## src/rtl/sap_pkg.sv

```systemverilog
package sap_pkg;
  localparam int SAP_WIDE_W   = 20;
  localparam int SAP_NARROW_W = 16;
  localparam int SAP_MAX_SLOT = 64;
  localparam int SAP_CNT_W    = $clog2(SAP_MAX_SLOT) + 1;
  localparam int SAP_IDX_W    = $clog2(SAP_WIDE_W + 1);

  typedef enum logic [1:0] {
    FMT_RJ16  = 2'd0,
    FMT_RJ20  = 2'd1,
    FMT_LJ20  = 2'd2,
    FMT_I2S20 = 2'd3
  } sapFmt_e;

  typedef struct packed {
    logic                 shiftIn;   // bit clock rising edge: sample input
    logic                 capLeft;   // store assembled word as left
    logic                 capRight;  // store assembled word as right
    logic                 capPrev;   // word is the shift register before this bit
    logic                 wide;      // 20-bit word (else 16-bit)
    logic                 drive;     // bit clock falling edge: update output
    logic                 loadTx;    // latch both transmit words
    logic                 txRight;   // output slot is the right channel
    logic                 bitLive;   // output slot position carries a word bit
    logic [SAP_IDX_W-1:0] bitIdx;    // word bit position, 0 = MSB
  } sapStrobe_t;
endpackage

```

## src/rtl/sap_ctrl.sv

```systemverilog
module sap_ctrl
  import sap_pkg::*;
(
  input  logic       clk,
  input  logic       rstN,
  input  logic [1:0] fmtSel,
  input  logic       sclkIn,
  input  logic       frameIn,
  output sapStrobe_t st
);
  localparam logic [SAP_CNT_W-1:0] CNT_MAX  = '1;
  localparam logic [SAP_CNT_W-1:0] LEN_WIDE = SAP_CNT_W'(SAP_WIDE_W);
  localparam logic [SAP_CNT_W-1:0] LEN_NARW = SAP_CNT_W'(SAP_NARROW_W);

  logic                 sclkQ, sclkQQ, frameQ, frameLast, haveRef;
  logic [SAP_CNT_W-1:0] cnt;

  sapFmt_e              fmt;
  logic                 rise, fall, wide, isI2s, isRj, leftLvl, chanLeft, edgeSeen;
  logic [SAP_CNT_W-1:0] wordLen, nextPos, outPos;

  always_ff @(posedge clk) begin
    if (!rstN) begin
      sclkQ     <= 1'b0;
      sclkQQ    <= 1'b0;
      frameQ    <= 1'b0;
      frameLast <= 1'b0;
      haveRef   <= 1'b0;
      cnt       <= CNT_MAX;
    end else begin
      sclkQ  <= sclkIn;
      sclkQQ <= sclkQ;
      frameQ <= frameIn;
      if (rise) begin
        frameLast <= frameQ;
        haveRef   <= 1'b1;
        cnt       <= nextPos;
      end
    end
  end

  always_comb begin
    fmt      = sapFmt_e'(fmtSel);
    rise     = sclkQ & ~sclkQQ;
    fall     = ~sclkQ & sclkQQ;
    wide     = (fmt != FMT_RJ16);
    isI2s    = (fmt == FMT_I2S20);
    isRj     = (fmt == FMT_RJ16) || (fmt == FMT_RJ20);
    wordLen  = wide ? LEN_WIDE : LEN_NARW;
    leftLvl  = ~isI2s;
    chanLeft = (frameQ == leftLvl);
    edgeSeen = haveRef && (frameQ != frameLast);

    if (edgeSeen)                nextPos = '0;
    else if (cnt == CNT_MAX)     nextPos = CNT_MAX;
    else if (cnt == CNT_MAX - 1) nextPos = cnt;
    else                         nextPos = cnt + 1'b1;

    outPos = isI2s ? nextPos - 1'b1 : nextPos;

    st          = '0;
    st.wide     = wide;
    st.shiftIn  = rise;
    st.capPrev  = isRj;
    if (rise) begin
      if (isRj) begin
        st.capLeft  = edgeSeen && (cnt != CNT_MAX) && !chanLeft;
        st.capRight = edgeSeen && (cnt != CNT_MAX) && chanLeft;
      end else begin
        st.capLeft  = (nextPos == (isI2s ? wordLen : wordLen - 1'b1)) && chanLeft;
        st.capRight = (nextPos == (isI2s ? wordLen : wordLen - 1'b1)) && !chanLeft;
      end
    end
    st.drive   = fall;
    st.txRight = !chanLeft;
    st.loadTx  = fall && edgeSeen && chanLeft;
    st.bitLive = (nextPos != CNT_MAX) && !(isI2s && nextPos == '0) && (outPos < wordLen);
    st.bitIdx  = outPos[SAP_IDX_W-1:0];
  end

  // the transmit latch fires at most once per slot start
  assert_load_once_R10: assert property (@(posedge clk) disable iff (!rstN)
    st.loadTx |=> !st.loadTx);

  // a word is only ever stored on a bit clock rising edge
  assert_cap_on_rise_R9: assert property (@(posedge clk) disable iff (!rstN)
    (st.capLeft || st.capRight) |-> $past(sclkIn));

endmodule

```

## src/rtl/sap_dpath.sv

```systemverilog
module sap_dpath
  import sap_pkg::*;
(
  input  logic                  clk,
  input  logic                  rstN,
  input  logic                  sdIn,
  input  sapStrobe_t            st,
  input  logic [SAP_WIDE_W-1:0] txLeft,
  input  logic [SAP_WIDE_W-1:0] txRight,
  output logic                  sdOut,
  output logic [SAP_WIDE_W-1:0] rxLeft,
  output logic [SAP_WIDE_W-1:0] rxRight,
  output logic                  rxValid
);
  localparam int W  = SAP_WIDE_W;
  localparam int NW = SAP_NARROW_W;
  localparam logic [SAP_IDX_W-1:0] MSB_WIDE = SAP_IDX_W'(W - 1);
  localparam logic [SAP_IDX_W-1:0] MSB_NARW = SAP_IDX_W'(NW - 1);

  logic                 sdQ;
  logic [W-1:0]         shiftReg, wordFull, wordRx, holdL, holdR, curWord;
  logic [SAP_IDX_W-1:0] topBit;
  logic [1:0]           capVec;
  logic                 validQ;

  always_comb begin
    wordFull = st.capPrev ? shiftReg : {shiftReg[W-2:0], sdQ};
    wordRx   = st.wide ? wordFull : {{(W - NW){wordFull[NW-1]}}, wordFull[NW-1:0]};
    capVec   = {st.capRight, st.capLeft};
    curWord  = st.txRight ? holdR : (st.loadTx ? txLeft : holdL);
    topBit   = (st.wide ? MSB_WIDE : MSB_NARW) - st.bitIdx;
  end

  always_ff @(posedge clk) begin
    if (!rstN) begin
      sdQ      <= 1'b0;
      shiftReg <= '0;
      validQ   <= 1'b0;
      holdL    <= '0;
      holdR    <= '0;
      sdOut    <= 1'b0;
    end else begin
      sdQ    <= sdIn;
      validQ <= st.capRight;
      if (st.shiftIn) shiftReg <= {shiftReg[W-2:0], sdQ};
      if (st.loadTx) begin
        holdL <= txLeft;
        holdR <= txRight;
      end
      if (st.drive) sdOut <= st.bitLive ? curWord[topBit] : 1'b0;
    end
  end

  for (genvar ch = 0; ch < 2; ch++) begin : g_rxChan
    logic [W-1:0] wordQ;
    always_ff @(posedge clk) begin
      if (!rstN)          wordQ <= '0;
      else if (capVec[ch]) wordQ <= wordRx;
    end
  end

  assign rxLeft  = g_rxChan[0].wordQ;
  assign rxRight = g_rxChan[1].wordQ;
  assign rxValid = validQ;

  // the pair strobe never lasts longer than one cycle
  assert_valid_pulse_R9: assert property (@(posedge clk) disable iff (!rstN)
    rxValid |=> !rxValid);

  // serial output only moves in the cycle after a falling-edge strobe
  assert_out_on_fall_R5: assert property (@(posedge clk) disable iff (!rstN)
    !$stable(sdOut) |-> $past(st.drive));

  // a 16-bit word reaches the port sign-extended
  assert_narrow_sext_R1: assert property (@(posedge clk) disable iff (!rstN)
    (rxValid && !$past(st.wide)) |-> (rxRight[W-1:NW-1] == '0 || rxRight[W-1:NW-1] == '1));

endmodule

```

## src/rtl/serial_audio_port.sv

```systemverilog
module serial_audio_port
  import sap_pkg::*;
(
  input  logic                  clk,
  input  logic                  rstN,
  input  logic [1:0]            fmtSel,
  input  logic                  sclkIn,
  input  logic                  frameIn,
  input  logic                  sdIn,
  output logic                  sdOut,
  input  logic [SAP_WIDE_W-1:0] txLeft,
  input  logic [SAP_WIDE_W-1:0] txRight,
  output logic [SAP_WIDE_W-1:0] rxLeft,
  output logic [SAP_WIDE_W-1:0] rxRight,
  output logic                  rxValid
);
  sapStrobe_t st;

  sap_ctrl u_ctrl (
    .clk     (clk),
    .rstN    (rstN),
    .fmtSel  (fmtSel),
    .sclkIn  (sclkIn),
    .frameIn (frameIn),
    .st      (st)
  );

  sap_dpath u_dpath (
    .clk     (clk),
    .rstN    (rstN),
    .sdIn    (sdIn),
    .st      (st),
    .txLeft  (txLeft),
    .txRight (txRight),
    .sdOut   (sdOut),
    .rxLeft  (rxLeft),
    .rxRight (rxRight),
    .rxValid (rxValid)
  );
endmodule

```

## config.mk

```make
export PLATFORM = sky130hd
export DESIGN_NAME = serial_audio_port
export DESIGN_NICKNAME = d
export VERILOG_FILES = /design/src/rtl/sap_pkg.sv /design/src/rtl/sap_ctrl.sv /design/src/rtl/sap_dpath.sv /design/src/rtl/serial_audio_port.sv
export SDC_FILE = /design/constraint.sdc
export NUM_CORES = 1
export LEC_CHECK = 0
export BUFFER_PORTS_ARGS = -buffer_cell sky130_fd_sc_hd__buf_2
export CORE_ASPECT_RATIO = 0.75
export CORE_UTILIZATION = 35
export DETAILED_ROUTE_END_ITERATION = 12
export SETUP_SLACK_MARGIN = 0.4
export SLEW_MARGIN = 20
export SYNTH_ARGS = -nofsm -noshare
export SYNTH_HDL_FRONTEND = slang
export SYNTH_HIERARCHICAL = 1
export SYNTH_SLANG_ARGS = --single-unit
```

## constraint.sdc

```tcl
create_clock -name clk -period 7.05 [get_ports clk]
set_input_delay 1.0575 -clock clk [delete_from_list [all_inputs] [get_ports clk]]
set_output_delay 1.0575 -clock clk [all_outputs]
set_load 0.02 [all_outputs]
```

==> out/metrics.cfg, run 1 <==
[synthesis]
synth-simple-area-share_pct = 17.9
synth-xor-area-share_pct = 1.98
postSynthAreaPerCell_um2 = 9.86
synthTopCellsByArea = dfxtp_1, mux2i_1, nor2b_1
synth_edf_count = 0
yosysWarnings = 6
netlist_top_cells_count = dfxtp_1, mux2i_1, nor2b_1
synthMuxAreaShare_pct = 18.0
synth_cell_types = 62
async_flop_share_pct = 0
synth_seq_cells = 115
yosysTopAreaCell = dfxtp_1
yosys.area.top_type_share_pct = 40.5
yosysMostFrequentCell = dfxtp_1
syn_nets = 634
synth_area_um2 = 5690
synth_fa_ha_area_share_pct = 2.33
synthCells = 577
synth-seq-area-share_pct = 40.5
synth_top_family_by_area = multiplexers
yosys_most_used_dff = dfxtp_1
synth_compound_area_share_pct = 13.5

[power]
powerDensity_nw_per_um2 = 272
ir_drop_mv = 0.163
leakage_nw = 2.90

[critical_path]
cp_slowest_stage_delay_ns = 0.41
worstPathMaxFanout = 8
path_cells = ha_1 -> o21ai_1 -> o21ai_1 -> nand2_1 -> ha_1 -> nand2_1 -> xor2_1 -> ha_1 -> fa_1 -> xnor2_1 -> xnor2_1 -> nand2b_1 -> a211o_1 -> a41oi_1 -> o21ai_1
cp.arrival_ns = 4.02
path_class = register to register
slowest_stage = dfxtp_1
cp.required_ns = 7.34
reg2regPathDepth = 15
worstSetupEndpointType = register
start_kind = register

[cts]
clock_sinks = 115
cts_setup_buffers = 0
cts_tree = built
numCtsBuffers = 17
cts_resized = 0
clockBufferDepth = 2
worstSkewPairLatency_ns = 0.41
cts_max_level = 4
path_clk_slew_ns = 0.05
cts_hold_buffers = 0
ctsRootBufferMaster = clkbuf_16

[grt]
antenna_found_initial = 0
gr-usage-all-layers_pct = 15.9
overflow = 0
grt_pass1_vias = 4227
grt_max_degree = 117
grt_pass1_wl_um = 20900

[sta]
fin_crit_ns = 3.72
grt_setup_unrepaired = false
slew-limit-headroom_pct = 33.2
worst_clock_skew_ns = 0.0181
finalSetupViolations = 0
timing.final.crit_share_pct = 52.8
hold_violations = 0
setup_tns_ns = 0
layout_setup_ws_ns = 3.33
final_max_slew_viol_count = 0
tightest_slew_ns = 1.00
clock.fmax_ghz = 0.269

[placed_design]
dp_slack_ns = 3.22
dp_cells = 830
placed_area_um2 = 6180
hpwl_um = 8880
portBuffers = 88
gp_routability_congestion = 0.805

[drt]
routed_wirelength_um = 12700
drt_iter0_drc = 231
vias = 4255
drc = 0
ant_nets = 0
wire_per_inst_um = 14.8
drtPass1Iterations = 4
routed_via_density = 4.94

[floorplanning]
core_um2 = 15600
initial_core_util_pct = 36.6
die_w_um = 149
num_rows = 39
ioPinCount = 89
die-area_um2 = 16800
die_y_um = 112

[final_layout]
final_nets = 701
num_antenna_cells = 0
area_growth_pct = 20.3
drive_gt1_share_pct = 22.2
stdcell_area_um2 = 6840
stdcell_count = 862

[min_path]
min_path_cells = 1
hold_class = register to register

[run_status]
outcome = finished clean

[flow_run]
cap_violations = 0

final timing paths:
check,slack [ns],startpoint,end
min,0.47,u_dpath/rxRight[1]$_SDFFE_PN0P_,u_dpath/rxRight[1]$_SDFFE_PN0P_
max,3.33,u_ctrl/cnt[0]$_SDFFE_PN1P_,u_dpath/sdOut$_SDFFE_PN0P_
min reg2reg,0.47,u_dpath/rxRight[1]$_SDFFE_PN0P_,u_dpath/rxRight[1]$_SDFFE_PN0P_
max reg2reg,3.33,u_ctrl/cnt[0]$_SDFFE_PN1P_,u_dpath/sdOut$_SDFFE_PN0P_
report_power, final:
part	switching (W)	internal (W)	total, W	leakage [nW]
sequential	0.00000802	0.000656	0.000664	0.929
combinational	0.000146	0.000100	0.000246	1.67
clock	0.000306	0.000647	0.000953	0.309
total	0.000460	0.00140	0.00186	2.90
kinds of logic after synthesis:
kind of cell    after synthesis
flops                       115
xor+xnor                     12
buf+inv                      65
fa+ha+maj                    10
mux                          92
simple gates                192
compound gates               91
critical path, delay by kind of cell, from the launching register on:
kind	cells	cell delay, ns
fa+ha+maj	4	1.23
simple gates	3	0.51
xor+xnor	3	0.45
compound gates	5	1.02
flops	1	0.41
layout make-up:
type                            instances  area [um^2]
Sequential cell                       115         2300
Inverter                               20         75.1
Timing Repair Buffer                   93          478
Tap cell                              205          256
Fill cell                            1494         8720
Clock inverter                         12          203
Clock buffer                           20          457
Multi-Input combinational cell        397         3070
sequential cells by signal, summed over array words and instances (netlist names):
register / count
u_ctrl/cnt: 7
u_ctrl/frameLast: 1
u_ctrl/frameQ: 1
u_ctrl/haveRef: 1
u_ctrl/sclkQ: 1
u_ctrl/sclkQQ: 1
u_dpath/holdL: 20
u_dpath/holdR: 20
u_dpath/rxLeft: 20
u_dpath/rxRight: 20
u_dpath/rxValid: 1
u_dpath/sdOut: 1
u_dpath/sdQ: 1
u_dpath/shiftReg: 20
per-layer routing:
metal	vias to the layer above	track usage (%)	share of wire (%)
li1	2154	-	-
met5	-	0	0
met2	96	24.4	44
met4	0	5.10	0.68
met1	1998	21.2	50
met3	7	4.80	5.3
per-stage QoR:
step	total power [W]	hold slack, ns	utilization [%]
global placement	0.000918	0.458	39.7
CTS	0.00188	0.475	44.0
global route	0.00194	0.490	44.0
detailed placement	0.000921	0.462	39.7
floorplan	0.000864	0.454	-
finish	0.00186	0.472	44.0
cells in the final DEF (no fill, tap or decap), types with 8 or more instances in the layout:
master	n
mux2i_1	84
o211ai_1	8
nor2b_1	67
ha_1	9
clkbuf_16	17
dfxtp_1	115
nand2_1	66
buf_2	88
nor2_1	13
inv_1	17
o21ai_0	8
o211a_1	36
nand3_1	9
xnor2_1	9
No activity file was read; power rests on OpenSTA's default activity.
==> run 2, diff against run 1 <==
- ABC_AREA: default -> 1
- clock period: 7.05 -> 3.85 ns (I/O delays scaled with it)
==> run 2 against run 1 <==
Compared with the run above:
- combinational power rose to 2.5 times the previous value
- synthesized area fell by 0.68%
- maximum frequency rose by 19%
==> out/metrics.cfg, run 2 <==
[run_status]
outcome = finished clean

[sta]
layout_setup_ws_ns = 0.716  ; -2.61 ns
grt_setup_unrepaired = false
final_max_slew_viol_count = 0  ; unchanged
worst_clock_skew_ns = 0.00846  ; -0.00966 ns
fin_crit_ns = 3.13  ; -0.590 ns
slew-limit-headroom_pct = 43.2  ; +10 points
timing.final.crit_share_pct = 81.4  ; +29 points
setup_tns_ns = 0  ; unchanged
hold_violations = 0  ; unchanged
tightest_slew_ns = 0.850  ; -0.152 ns
clock.fmax_ghz = 0.319  ; +19%
finalSetupViolations = 0  ; unchanged

[cts]
path_clk_slew_ns = 0.05  ; about the same
worstSkewPairLatency_ns = 0.42  ; about the same
cts_tree = built
cts_resized = 0  ; unchanged
cts_hold_buffers = 0  ; unchanged
cts_setup_buffers = 0  ; unchanged
clockBufferDepth = 2  ; unchanged
clock_sinks = 115  ; unchanged
ctsRootBufferMaster = clkbuf_16
numCtsBuffers = 17  ; unchanged
cts_max_level = 4  ; unchanged

[floorplanning]
initial_core_util_pct = 36.4  ; -0.14 points
num_rows = 39  ; unchanged
core_um2 = 15500  ; -0.31%
die_w_um = 149  ; -0.34%
ioPinCount = 89  ; unchanged
die_y_um = 112  ; -0.33%
die-area_um2 = 16700  ; -0.67%

[grt]
gr-usage-met3_pct = 5.28  ; +0.49 points
gr-usage-all-layers_pct = 18.6  ; +2.7 points
globalRouteMet2Util_pct = 24.3  ; -0.14 points
use_met1_pct = 28.6  ; +7.4 points
top_usage_layer = met1
grt_pass1_vias = 4790  ; +13%
grt_pass1_wl_um = 24200  ; +16%
grt_max_degree = 59  ; -50%
overflow = 0  ; unchanged
antenna_found_initial = 0  ; unchanged

[drt]
drt_iter0_drc = 319  ; +38%
vias = 5262  ; +24%
wire_per_inst_um = 12.9  ; -13%
ant_nets = 0  ; unchanged
drc = 0  ; unchanged
drtPass1Iterations = 5  ; +1
routed_wirelength_um = 14500  ; +14%
routed_via_density = 4.68  ; -5.2%

[min_path]
min_to = u_ctrl/sclkQ$_SDFF_PN0_
hold_class = input pin to register
min_path_cells = 3  ; +2
worstHoldStart = sclkIn

[synthesis]
synth_area_um2 = 5650  ; -0.68%
netlist_top_cells_count = nand2_1, nor2_1, dfxtp_1
synth_edf_count = 0  ; unchanged
synth_cell_types = 33  ; -47%
async_flop_share_pct = 0  ; unchanged
syn_nets = 889  ; +40%
yosys.area.top_type_share_pct = 40.7  ; +0.28 points
yosys_most_used_dff = dfxtp_1
yosysWarnings = 6  ; unchanged
yosysTopAreaCell = dfxtp_1
postSynthAreaPerCell_um2 = 6.79  ; -31%
yosysMostFrequentCell = nand2_1
synthCells = 832  ; +44%
synth_seq_cells = 115  ; unchanged
synthTopCellsByArea = dfxtp_1, nand2_1, o21ai_0
synth-seq-area-share_pct = 40.7  ; +0.28 points

[final_layout]
final_common_cell = nand2_1
final_nets = 964  ; +38%
drive_gt1_share_pct = 18.7  ; -3.5 points
mostFrequentLayoutCells = nand2_1, nor2_1, dfxtp_1, inv_1, o21ai_0
area_growth_pct = 20.4  ; about the same
num_antenna_cells = 0  ; unchanged
stdcell_count = 1124  ; +30%

[placed_design]
gp_routability_congestion = 0.796  ; -1.1%
portBuffers = 88  ; unchanged
hpwl_um = 9950  ; +12%
dp_slack_ns = 0.749  ; -2.47 ns
dp_cells = 1093  ; +32%

[critical_path]
r2r-end = u_dpath/sdOut$_SDFFE_PN0P_
cp.arrival_ns = 3.48  ; -0.54 ns
reg2regPathDepth = 21  ; +6
start_kind = register
worstSetupEndpointType = register
regToRegSetupSlack_ns = 0.72  ; -2.61 ns
path_class = register to register
cp.required_ns = 4.20  ; -3.14 ns
reg2reg_from = u_ctrl/cnt[0]$_SDFFE_PN1P_
worstPathMaxFanout = 6  ; -2

[flow_run]
cap_violations = 0  ; unchanged

[power]
powerDensity_nw_per_um2 = 507  ; +86%
ir_drop_mv = 0.306  ; +88%
leakage_nw = 3.41  ; +18%
power.total_w = 0.00345  ; +85%

## run 2: layout make-up
| type | count | area, um^2 |
|---|---|---|
| inverter | 112 | 423 |
| multi-input combinational | 561 | 2700 |
| clock buffer | 22 | 484 |
| timing repair buffer | 100 | 531 |
| fill | 1616 | 8710 |
| sequential | 115 | 2300 |
| clock inverter | 9 | 104 |
| tap | 205 | 256 |
## run 2: metal layers
metal | routed length, um | part of all wire, %
met4 | 144 | 0.99
met3 | 937 | 6.5
met5 | 0 | 0
met2 | 5410 | 37
met1 | 8010 | 55
## run 2: worst max path at each step
stage / end / start / slack [ns]
2_1_floorplan: u_dpath/sdOut$_SDFFE_PN0P_ / u_ctrl/cnt[0]$_SDFFE_PN1P_ / 0.99
3_3_place_gp: u_dpath/sdOut$_SDFFE_PN0P_ / u_ctrl/cnt[0]$_SDFFE_PN1P_ / 0.73
3_5_place_dp: u_dpath/sdOut$_SDFFE_PN0P_ / u_ctrl/cnt[0]$_SDFFE_PN1P_ / 0.75
4_1_cts: u_dpath/sdOut$_SDFFE_PN0P_ / u_ctrl/cnt[0]$_SDFFE_PN1P_ / 0.72
5_1_grt: u_dpath/sdOut$_SDFFE_PN0P_ / u_ctrl/cnt[0]$_SDFFE_PN1P_ / 0.42
6_report: u_dpath/sdOut$_SDFFE_PN0P_ / u_ctrl/cnt[0]$_SDFFE_PN1P_ / 0.72
## run 2: stage by stage
stage / util (%) / hold slack [ns] / instance area, um^2
2_1_floorplan: - / 0.429 / 5650
5_1_grt: 43.8 / 0.355 / 6800
6_report: 43.8 / 0.348 / 6800
4_1_cts: 43.8 / 0.325 / 6800
3_5_place_dp: 40.0 / 0.452 / 6210
3_3_place_gp: 40.0 / 0.447 / 6210
## run 2: worst max-delay path, stage by stage (launching register included)
cell and delay (ns):
dfxtp_1 0.36, inv_1 0.10, ha_1 0.19, inv_1 0.07, nor2_4 0.11, nand2_2 0.09
nand2_2 0.07, nand3_2 0.09, nand2_4 0.11, ha_2 0.21, nand2_1 0.06, nand3_1 0.10
nand2_2 0.08, ha_1 0.21, fa_1 0.38, xnor2_1 0.15, nand2b_1 0.16, nand2_1 0.09
inv_1 0.04, a21oi_1 0.15, nand3_1 0.12, a21oi_2 0.13
## run 2: kinds of logic (layout without fill, tap and decap cells)
| kind of cell | count (synthesis) | in the layout | synth area share, % |
|---|---|---|---|
| flip-flops | 115 | 115 | 40.7 |
| buffers and inverters | 156 | 243 | 11.7 |
| AO/OA/AOI/OAI | 187 | 187 | 16.9 |
| adder cells (fa/ha/maj) | 10 | 10 | 2.35 |
| XOR/XNOR | 3 | 3 | 0.465 |
| AND/OR/NAND/NOR | 361 | 361 | 27.8 |
## run 2: report_power, final
part | internal [W] | total (W) | switching, W | leakage (nW)
Combinational | 0.000213 | 0.000619 | 0.000406 | 2.19
Clock | 0.00101 | 0.00156 | 0.000551 | 0.288
Sequential | 0.00123 | 0.00126 | 0.0000315 | 0.935
Total | 0.00246 | 0.00345 | 0.000989 | 3.41
